===== src/rtl/rfl_pkg.sv =====
package rfl_pkg;
  // Strobes from the control into the two pool datapaths.
  typedef struct packed {
    logic intPush;
    logic intPop;
    logic fpPush;
    logic fpPop;
  } poolStrobe_t;
endpackage


===== src/rtl/rfl_pool.sv =====
module rfl_pool #(
  parameter int DEPTH = 16,
  parameter int ARCH  = 8,
  parameter int BASE  = 0,
  parameter int IDXW  = 6,
  localparam int PTRW  = (DEPTH > 1) ? $clog2(DEPTH) : 1,
  localparam int CNTW  = $clog2(DEPTH) + 1,
  localparam int FREE0 = DEPTH - ARCH
) (
  input  logic            clk,
  input  logic            rstN,
  input  logic            push,
  input  logic [IDXW-1:0] pushIdx,
  input  logic            pop,
  output logic [IDXW-1:0] headIdx,
  output logic [CNTW-1:0] count
);
  logic [IDXW-1:0] slots [DEPTH];
  logic [PTRW-1:0] headPtr, tailPtr;
  logic [CNTW-1:0] cnt;

  function automatic logic [PTRW-1:0] bump(input logic [PTRW-1:0] p);
    return (32'(p) == DEPTH - 1) ? '0 : p + 1'b1;
  endfunction

  always_ff @(posedge clk) begin
    if (!rstN) begin
      for (int i = 0; i < DEPTH; i++)
        slots[i] <= (i < FREE0) ? IDXW'(BASE + ARCH + i) : '0;
      headPtr <= '0;
      tailPtr <= PTRW'(FREE0 % DEPTH);
      cnt     <= CNTW'(FREE0);
    end else begin
      if (push) begin
        slots[tailPtr] <= pushIdx;
        tailPtr        <= bump(tailPtr);
      end
      if (pop) headPtr <= bump(headPtr);
      cnt <= cnt + CNTW'(push) - CNTW'(pop);
    end
  end

  assign headIdx = slots[headPtr];
  assign count   = cnt;

  // the control never pushes into a full buffer
  a_r12_no_overflow: assert property (@(posedge clk) disable iff (!rstN)
    push |-> (32'(cnt) < DEPTH));
  // the control never pops an empty buffer
  a_r8_no_underflow: assert property (@(posedge clk) disable iff (!rstN)
    pop |-> (cnt != '0));
  // occupancy never exceeds the depth
  a_r12_count_bound: assert property (@(posedge clk) disable iff (!rstN)
    32'(cnt) <= DEPTH);
endmodule


===== src/rtl/rfl_ctrl.sv =====
module rfl_ctrl
  import rfl_pkg::*;
#(
  parameter int INT_REGS = 16,
  parameter int FP_REGS  = 16,
  parameter int INT_ARCH = 8,
  parameter int FP_ARCH  = 8,
  parameter int ZERO_IDX = 0,
  parameter int IDXW     = 6,
  localparam int TOTAL = INT_REGS + FP_REGS,
  localparam int SBW   = 1 << IDXW,
  localparam int ICNTW = $clog2(INT_REGS) + 1,
  localparam int FCNTW = $clog2(FP_REGS) + 1
) (
  input  logic             clk,
  input  logic             rstN,
  input  logic             intAllocReq,
  input  logic             fpAllocReq,
  input  logic             relValid,
  input  logic [IDXW-1:0]  relIdx,
  input  logic             intRelValid,
  input  logic [IDXW-1:0]  intRelIdx,
  input  logic             fpRelValid,
  input  logic [IDXW-1:0]  fpRelIdx,
  input  logic [ICNTW-1:0] intCount,
  input  logic [FCNTW-1:0] fpCount,
  input  logic [IDXW-1:0]  intHead,
  input  logic [IDXW-1:0]  fpHead,
  output poolStrobe_t      strobe,
  output logic [IDXW-1:0]  intPushIdx,
  output logic [IDXW-1:0]  fpPushIdx,
  output logic             intAllocValid,
  output logic [IDXW-1:0]  intAllocIdx,
  output logic             fpAllocValid,
  output logic [IDXW-1:0]  fpAllocIdx,
  output logic             intAllocErr,
  output logic             fpAllocErr,
  output logic             dblAllocErr,
  output logic             dblFreeErr
);
  function automatic logic [SBW-1:0] resetBits();
    logic [SBW-1:0] b = '0;
    for (int i = 0; i < SBW; i++)
      b[i] = ((i >= INT_ARCH) && (i < INT_REGS)) ||
             ((i >= INT_REGS + FP_ARCH) && (i < TOTAL));
    return b;
  endfunction

  logic [SBW-1:0] freeBits;
  logic genToInt, genToFp, intRelHit, fpRelHit;
  logic intFull, fpFull, intEmpty, fpEmpty;
  logic dblFreeNow, dblAllocNow;

  // Generic routing by range with zero filtering; typed ports win
  always_comb begin
    genToInt = relValid && (relIdx < IDXW'(INT_REGS)) && (relIdx != IDXW'(ZERO_IDX));
    genToFp  = relValid && (relIdx >= IDXW'(INT_REGS)) && (relIdx < IDXW'(TOTAL)) &&
               (relIdx != IDXW'(ZERO_IDX + INT_REGS));
    intRelHit  = intRelValid || genToInt;
    fpRelHit   = fpRelValid || genToFp;
    intPushIdx = intRelValid ? intRelIdx : relIdx;
    fpPushIdx  = fpRelValid ? fpRelIdx : relIdx;
  end

  assign intFull  = (intCount == ICNTW'(INT_REGS));
  assign fpFull   = (fpCount == FCNTW'(FP_REGS));
  assign intEmpty = (intCount == '0);
  assign fpEmpty  = (fpCount == '0);

  always_comb begin
    strobe.intPush = intRelHit && !intFull;
    strobe.fpPush  = fpRelHit && !fpFull;
    strobe.intPop  = intAllocReq && !intEmpty;
    strobe.fpPop   = fpAllocReq && !fpEmpty;
  end

  assign intAllocValid = strobe.intPop;
  assign fpAllocValid  = strobe.fpPop;
  assign intAllocIdx   = strobe.intPop ? intHead : '0;
  assign fpAllocIdx    = strobe.fpPop ? fpHead : '0;

  assign dblFreeNow  = (intRelHit && freeBits[intPushIdx]) ||
                       (fpRelHit && freeBits[fpPushIdx]);
  assign dblAllocNow = (strobe.intPop && !freeBits[intHead]) ||
                       (strobe.fpPop && !freeBits[fpHead]);

  always_ff @(posedge clk) begin
    if (!rstN) begin
      freeBits    <= resetBits();
      intAllocErr <= 1'b0;
      fpAllocErr  <= 1'b0;
      dblAllocErr <= 1'b0;
      dblFreeErr  <= 1'b0;
    end else begin
      logic [SBW-1:0] nb;
      nb = freeBits;
      if (strobe.intPop) nb[intHead] = 1'b0;
      if (strobe.fpPop)  nb[fpHead]  = 1'b0;
      if (strobe.intPush) nb[intPushIdx] = 1'b1;
      if (strobe.fpPush)  nb[fpPushIdx]  = 1'b1;
      freeBits <= nb;
      if (intAllocReq && intEmpty) intAllocErr <= 1'b1;
      if (fpAllocReq && fpEmpty)   fpAllocErr  <= 1'b1;
      if (dblAllocNow) dblAllocErr <= 1'b1;
      if (dblFreeNow)  dblFreeErr  <= 1'b1;
    end
  end

  // an empty integer pool yields no grant and raises the flag next cycle
  a_r8_empty_int_flag: assert property (@(posedge clk) disable iff (!rstN)
    (intAllocReq && intEmpty) |=> intAllocErr);
  a_r8_empty_fp_flag: assert property (@(posedge clk) disable iff (!rstN)
    (fpAllocReq && fpEmpty) |=> fpAllocErr);
  // never a grant while the pool was empty at the edge
  a_r9_no_bypass: assert property (@(posedge clk) disable iff (!rstN)
    intEmpty |-> !intAllocValid);
  // a generic zero index alone never reaches the integer pool
  a_r5_zero_dropped: assert property (@(posedge clk) disable iff (!rstN)
    (relValid && relIdx == IDXW'(ZERO_IDX) && !intRelValid) |-> !strobe.intPush);
  // sticky flags
  a_r13_sticky_free: assert property (@(posedge clk) disable iff (!rstN)
    dblFreeErr |=> dblFreeErr);
  a_r13_sticky_alloc: assert property (@(posedge clk) disable iff (!rstN)
    dblAllocErr |=> dblAllocErr);
endmodule


===== src/rtl/rfl_top.sv =====
module rfl_top
  import rfl_pkg::*;
#(
  parameter int INT_REGS = 16,
  parameter int FP_REGS  = 16,
  parameter int INT_ARCH = 8,
  parameter int FP_ARCH  = 8,
  parameter int ZERO_IDX = 0,
  localparam int TOTAL = INT_REGS + FP_REGS,
  localparam int IDXW  = $clog2(TOTAL) + 1,
  localparam int ICNTW = $clog2(INT_REGS) + 1,
  localparam int FCNTW = $clog2(FP_REGS) + 1
) (
  input  logic             clk,
  input  logic             rstN,
  input  logic             intAllocReq,
  output logic             intAllocValid,
  output logic [IDXW-1:0]  intAllocIdx,
  input  logic             fpAllocReq,
  output logic             fpAllocValid,
  output logic [IDXW-1:0]  fpAllocIdx,
  input  logic             relValid,
  input  logic [IDXW-1:0]  relIdx,
  input  logic             intRelValid,
  input  logic [IDXW-1:0]  intRelIdx,
  input  logic             fpRelValid,
  input  logic [IDXW-1:0]  fpRelIdx,
  output logic             intNotEmpty,
  output logic [ICNTW-1:0] intCount,
  output logic             fpNotEmpty,
  output logic [FCNTW-1:0] fpCount,
  output logic             intAllocErr,
  output logic             fpAllocErr,
  output logic             dblAllocErr,
  output logic             dblFreeErr
);
  poolStrobe_t     strobe;
  logic [IDXW-1:0] intPushIdx, fpPushIdx, intHead, fpHead;

  rfl_ctrl #(.INT_REGS(INT_REGS), .FP_REGS(FP_REGS), .INT_ARCH(INT_ARCH),
             .FP_ARCH(FP_ARCH), .ZERO_IDX(ZERO_IDX), .IDXW(IDXW)) u_ctrl (
    .clk, .rstN, .intAllocReq, .fpAllocReq, .relValid, .relIdx,
    .intRelValid, .intRelIdx, .fpRelValid, .fpRelIdx,
    .intCount, .fpCount, .intHead, .fpHead,
    .strobe, .intPushIdx, .fpPushIdx,
    .intAllocValid, .intAllocIdx, .fpAllocValid, .fpAllocIdx,
    .intAllocErr, .fpAllocErr, .dblAllocErr, .dblFreeErr
  );

  rfl_pool #(.DEPTH(INT_REGS), .ARCH(INT_ARCH), .BASE(0), .IDXW(IDXW)) u_intPool (
    .clk, .rstN, .push(strobe.intPush), .pushIdx(intPushIdx), .pop(strobe.intPop),
    .headIdx(intHead), .count(intCount)
  );

  rfl_pool #(.DEPTH(FP_REGS), .ARCH(FP_ARCH), .BASE(INT_REGS), .IDXW(IDXW)) u_fpPool (
    .clk, .rstN, .push(strobe.fpPush), .pushIdx(fpPushIdx), .pop(strobe.fpPop),
    .headIdx(fpHead), .count(fpCount)
  );

  assign intNotEmpty = (intCount != '0);
  assign fpNotEmpty  = (fpCount != '0);

  // not-empty agrees with the pool occupancy
  a_r12_not_empty: assert property (@(posedge clk) disable iff (!rstN)
    intAllocValid |-> intNotEmpty);
endmodule


===== config.mk =====
export PLATFORM = sky130hd
export DESIGN_NAME = rfl_top
export DESIGN_NICKNAME = d
export VERILOG_FILES = /design/src/rtl/rfl_pkg.sv /design/src/rtl/rfl_pool.sv /design/src/rtl/rfl_ctrl.sv /design/src/rtl/rfl_top.sv
export SDC_FILE = /design/constraint.sdc
export NUM_CORES = 1
export LEC_CHECK = 0
export BUFFER_PORTS_ARGS = -buffer_cell sky130_fd_sc_hd__buf_2
export CAP_MARGIN = 15
export CORE_ASPECT_RATIO = 1.1
export CORE_UTILIZATION = 35
export CTS_CLUSTER_SIZE = 20
export DETAILED_ROUTE_END_ITERATION = 8
export GPL_ROUTABILITY_DRIVEN = 1
export HOLD_SLACK_MARGIN = 0.03
export PLACE_DENSITY = 0.59
export SYNTH_ARGS = -nofsm -noshare
export SYNTH_HDL_FRONTEND = slang
export SYNTH_HIERARCHICAL = 1
export SYNTH_SLANG_ARGS = --single-unit

===== constraint.sdc =====
create_clock -name clk -period 4.4 [get_ports clk]
set_clock_uncertainty 0.05 [all_clocks]
set_input_delay 0.22 -clock clk [delete_from_list [all_inputs] [get_ports clk]]
set_output_delay 0.22 -clock clk [all_outputs]
set_load 0.03 [all_outputs]

### After elaboration in Yosys (flattened, before gate mapping)

Memories as Yosys holds them, arrays and structs flattened. A register that Yosys moved wholly into a read port is not among the register bits.
Index checks and enable logic that the tools add are counted.

| operators by class | value |
|---|---|
| reduce and logical (&&, ||, !) cells | 36 |
| eq/ne operators | 7 |
| $add $sub $neg | 8 |
| bitwise logic cells | 6 |
| mux-type cells | 48 |
| order comparisons | 11 |

Operator list:

| cell | count |
|---|---|
| 2-to-1 mux 64 bit | 7 |
| bitwise AND 64 bit | 2 |
| inverter 64 bit | 2 |
| OR 64 bit | 2 |
| 2-to-1 mux 4 bit | 10 |
| 2-to-1 mux 6 bit | 6 |
| less-than comparator 6 x 7 -> 1 bit (second input constant) | 4 |
| binary-select mux 1 bit (select 6 bit) | 4 |
| demux 1 bit (select 6 bit) | 4 |
| >= comparator 6 x 1 -> 1 bit (second input constant) | 4 |
| logical AND 1 bit | 19 |
| 2-to-1 mux 1 bit | 17 |
| adder 4 x 1 -> 4 bit (second input constant) | 4 |
| == test 4 bit (second input constant) | 4 |
| OR reduction 6 bit | 2 |
| adder 5 x 1 -> 5 bit | 2 |
| == test 5 bit (second input constant) | 2 |
| zero test 5 bit | 2 |
| nonzero test 5 bit | 2 |
| subtractor 5 x 1 -> 5 bit | 2 |
| >= comparator 6 x 5 -> 1 bit (second input constant) | 1 |
| zero test 1 bit | 6 |
| less-than comparator 6 x 5 -> 1 bit (second input constant) | 1 |
| less-than comparator 6 bit (second input constant) | 1 |
| other kinds (3) | 6 |

| storage, ports and cells | value |
|---|---|
| word-level logic and storage cells | 129 |
| register bits | 94 |
| memories kept | 2 |
| bits in writable memories | 192 |

Memory list:

| memory | depth | bits a word | read ports | clocked after memory_dff | wr ports | line | text |
|---|---|---|---|---|---|---|---|
| u_fpPool.slots | 16 | 6 | 1 | 1 | 16 | rfl_pool.sv:18 | `logic [IDXW-1:0] slots [DEPTH];` |
| u_intPool.slots | 16 | 6 | 1 | 1 | 16 | rfl_pool.sv:18 |  |

### Longest topological paths before layout

| logic depth | value |
|---|---|
| word-level depth | 16 |
| mapped depth | 15 |
| gate-level depth less buffers | 12 |

### Cells and area by module

Netlist, hierarchy kept.

By module, submodules not included:

| module | times used | sequential area each (µm²) | cells an instance | area each (µm²) |
|---|---|---|---|---|
| rfl_ctrl | 1 | 1,361.3 | 862 | 6,586.3 |
| rfl_pool at u_fpPool | 1 | 3,223.1 | 387 | 5,307.6 |
| rfl_pool at u_intPool | 1 | 3,223.1 | 382 | 5,303.8 |
| rfl_top | 1 | 0.0 | 6 | 25.0 |

### Worst setup path after synthesis

OpenSTA, ideal clock, no wires.

| timing | value |
|---|---|
| path kind | flip-flop to flip-flop |
| from | register u_fpPool.cnt[1], in the netlist u_fpPool/count[1] |
| to | register u_fpPool.cnt[4], in the netlist u_fpPool/count[4] |
| arrival | 3.236 ns |
| slack | 0.998 ns |
| cell stages (with the launch flop) | 14 |
| clock period less this slack | 3.402 ns |
| path buffers | 2 |
| cell sequence | dfxtp_1 or4_4 o21a_1 clkbuf_1 buf_4 ha_1 inv_1 ha_1 inv_1 fa_1 nor2b_1 o21a_1 o21ai_0 and3b_1 |

RTL lines:

| element | line | text |
|---|---|---|
| start, declared | rfl_pool.sv:20 | `logic [CNTW-1:0] cnt;` |
| start signal, assigned | rfl_pool.sv:32 | `cnt <= CNTW'(FREE0);` |
| start signal, assigned | rfl_pool.sv:39 | `cnt <= cnt + CNTW'(push) - CNTW'(pop);` |
| zero test 5 bit | rfl_ctrl.sv:68 | `assign fpEmpty = (fpCount == '0);` |
| zero test 1 bit | rfl_ctrl.sv:74 | `strobe.fpPop = fpAllocReq && !fpEmpty;` |
| logical AND 1 bit | rfl_ctrl.sv:74 |  |
| named net fpAllocValid | rfl_top.sv:20 | `output logic fpAllocValid,` |
| subtractor 5 x 1 -> 5 bit | rfl_pool.sv:39 |  |

The timed path passes the listed nets, and every way through them passes these cells.
A chain may end at the register's enable or synchronous reset.

==> impl_metrics.py <==
metrics = {
    "placement": {
        "portBuffers": 54,
        "globalplace.congestion": 1.03,
        "place_hpwl_mm": 44.6,
        "post-place-ws_ps": 602,
    },
    "synthesis": {
        "synth-main-ff-cell": "edfxtp_1",
        "synth_fp_nets": 1684,
        "syn_area_sq_um": 17200,
        "async_reset_ff_share_pct": 0,
        "yosysTopAreaCell": "edfxtp_1",
        "syn_avg_cell_area_sq_um": 10.5,
        "yosys-top-cells-area": "edfxtp_1 (33%), dfxtp_1 (12%), and2_1 (6.0%)",
        "ys_types": 81,
        "yosysTopAreaCellShare_pct": 33.5,
        "synth_edf_count": 192,
        "synth-seq-cells": 294,
        "syn_inst": 1637,
        "ys_seq_area_share_pct": 45.3,
        "synth_warnings": 6,
    },
    "route": {
        "drt-met1-wl_mm": 24.4,
        "dr.max_layer_used": "met4",
        "vias_per_cell": 6.14,
        "met3_length_mm": 5.96,
        "wl_per_cell_microns": 27.0,
        "initialDrtViolationCount": 1826,
        "final_antenna_net_count": 0,
        "drc": 0,
        "routed_wl_mm": 64.1,
        "vias": 14600,
        "wl_met2_mm": 29.8,
        "first_pass_iters": 8,
    },
    "floorplan": {
        "die_area_sq_um": 50100,
        "rows": 84,
        "initial_utilization_pct": 35.8,
        "pin_count": 55,
        "die_height_microns": 235,
        "core_area_sq_um": 48100,
        "die_w_microns": 214,
    },
    "cts": {
        "path_clk_slew_ps": 60,
        "root_buffer": "clkbuf_16",
        "clockBufferDepth": 3,
        "cts.sinks": 294,
        "htreeDepth": 2,
        "worstSkewPairLatency_ps": 570,
        "cts_setup_buffers": 0,
        "cts_tree": "built",
        "numCtsBuffers": 36,
    },
    "pwr": {
        "switchingPower_mw": 2.74,
        "p_leak_nw": 6.69,
        "power_density_nw_per_um2": 429,
        "irDropWorstVdd_mv": 0.356,
        "p_int_mw": 5.65,
        "sw_frac_of_total_pct": 32.7,
        "pwr-share-seq_pct": 38.8,
        "p_clk_share_pct": 36.7,
        "p_comb_share_pct": 24.4,
    },
    "sta": {
        "setup_slack_ps": 533,
        "tightest_slew_ps": 1260,
        "fmaxAchievable_ghz": 0.259,
        "drv_slew": 0,
        "rsz0062_at_grt": "no",
        "setup_viol": 0,
        "fin_crit_sh_pct": 87.9,
        "post-route-min-period_ps": 3870,
        "slew_headroom_pct": 15.8,
        "finalSetupTns_ps": 0,
        "final_hold_viol_count": 0,
    },
    "layout": {
        "diodes": 0,
        "finish.net_count": 1751,
        "syn_to_final_growth_pct": 13.6,
        "fill_cells": 4787,
        "drive_above_1_share_pct": 16.3,
    },
    "worst_setup_path": {
        "worstPathMaxFanout": 13,
        "cp-end-kind": "flop",
        "crit_chain": "buf_4 -> mux4_2 -> a22oi_1 -> nand2_1 -> and2_1 -> a221oi_1 -> o22ai_1 -> a22o_1 -> a311o_1 -> nor3_2 -> o31a_1",
        "path_class": "flop to flop",
        "reg2reg_setup_slack_ps": 530,
        "slowest_delay_ps": 590,
        "slowest_stage": "dfxtp_1",
        "cp_data_arrival_time_ps": 4310,
        "startpoint_type": "flop",
        "cp.required_ps": 4850,
        "path_delay_family": "compound AO/OA/AOI/OAI gates",
        "path_buf_inv": 1,
    },
    "run": {
        "max_cap_viol_count": 0,
    },
    "global_route": {
        "antenna_found_initial": 0,
        "grt_max_degree": 55,
        "grt_pass1_vias": 14300,
        "grt_pass1_wl_mm": 94.4,
        "grtUsageTotal_pct": 25.6,
        "grt_overflow": 0,
    },
    "status": {
        "status": "completed",
    },
    "hold_path": {
        "holdCritPathClass": "input port to flop",
    },
}
==> cells by family after synthesis <==
group | count (synthesis) | share of synthesized area [%]
and+or+nand+nor | 645 | 20.0
DFF | 294 | 45.3
buffers and inverters | 157 | 4.54
AOI/OAI and AO/OA | 393 | 16.0
xor gates and xnor gates | 9 | 0.458
muxes | 117 | 12.0
adders and majority gates | 22 | 1.69
==> stage by stage <==
step | total power, mW | std cells | cell area, sq um | hold slack (ps) | util (%)
finish | 8.39 | 2376 | 19600 | 59.1 | 40.7
CTS | 8.39 | 2376 | 19600 | 48.6 | 40.7
floorplan | 4.65 | 1637 | 17200 | 311 | -
global placement | 5.29 | 2309 | 18300 | 400 | 38.1
global route | 8.70 | 2376 | 19600 | 65.1 | 40.7
detailed placement | 5.31 | 2309 | 18300 | 420 | 38.1
==> synth_stat cells (17+ instances only) <==
master    instances
a22oi_1         103
edfxtp_1        192
nand3_1          48
ha_1             20
or3_1            48
and2_1          164
o21ai_0          54
nor3_1           28
inv_1            37
dfxtp_1         102
nor2_1           89
a221oi_1         18
mux4_2           30
buf_6            17
nor2b_1          28
clkbuf_1         54
mux2i_1          31
a31oi_1          17
nand2_1         164
mux2_2           18
mux4_1           25
buf_2            25
o221ai_1         40
a21oi_1          76
==> layout make-up <==
class	instances	area (sq um)	share of cell area (%)
inverters	45	169	0.863
clock inverters	14	180	0.921
flip-flops and latches	294	7810	39.9
multi-input cells	1186	8640	44.1
well taps	645	807	4.12
repair buffers	141	928	4.74
clock buffers	51	1040	5.31
==> metal layers <==
layer	vias up	global-route usage [%]
li1	6387	-
met1	7090	31.4
met2	863	40.9
met3	237	6.34
met4	0	14.2
met5	-	0
==> worst reg2reg max path, cell delays in order, from the launching register on <==
cell and delay [ps]:
dfxtp_1 590, buf_4 250, mux4_2 490, a22oi_1 180, nand2_1 480, and2_1 460, a221oi_1 300, o22ai_1 140
a22o_1 270, a311o_1 270, nor3_2 140, o31a_1 160
==> power by group through the flow <==
stage               Sequential, mW  Clock (mW)  Combinational (mW)
global placement              3.31           0                1.98
CTS                           3.26        3.13                2.00
global route                  3.27        3.25                2.18
finish                        3.26        3.08                2.05
floorplan                     3.32           0                1.33
detailed placement            3.31           0                1.99
==> placed cells by master (no fill, tap or decap), drive strengths merged, types with 7 or more instances in the layout <==
master,count
a31oi,17
ha,20
a21oi,76
mux4,55
nor3,39
clkinv,10
o22ai,8
buf,139
mux2,22
nand3,48
nor3b,8
and2,164
a311oi,7
dfxtp,102
o211ai,11
and3,12
a22oi,103
a221oi,18
nand4,10
o21ai,54
nor2,91
nand2,164
nor2b,28
inv,45
clkbuf,51
mux2i,40
a32oi,13
o221ai,40
edfxtp,192
or3,51
==> state kept, by name, indices dropped and copies added, names as in the netlist, named ones only <==
signal	flops
u_fpPool/slots	96
u_intPool/slots	96
u_ctrl/freeBits	64
u_fpPool/count	5
u_intPool/count	5
u_fpPool/headPtr	4
u_fpPool/tailPtr	4
u_intPool/headPtr	4
u_intPool/tailPtr	4
u_ctrl/dblAllocErr	1
u_ctrl/dblFreeErr	1
u_ctrl/fpAllocErr	1
u_ctrl/intAllocErr	1
==> timing repair <==
action                                 in CTS  in global routing
setup endpoints to repair                   0                  0
resized for setup                           0                  0
hold buffers                                2                  0
endpoints found under the hold margin       2                  0
==> path summary, 6_finish.rpt <==
path	start	end	depth (start not counted)
setup / recovery	flop	u_ctrl/dblAllocErr	11
hold / removal	fpRelIdx[3]	u_ctrl/freeBits[36]	4
setup reg to reg	flop	u_ctrl/dblAllocErr	11
hold reg to reg	u_ctrl/intAllocErr	u_ctrl/intAllocErr	2
No activity file was read; power rests on OpenSTA's default activity.
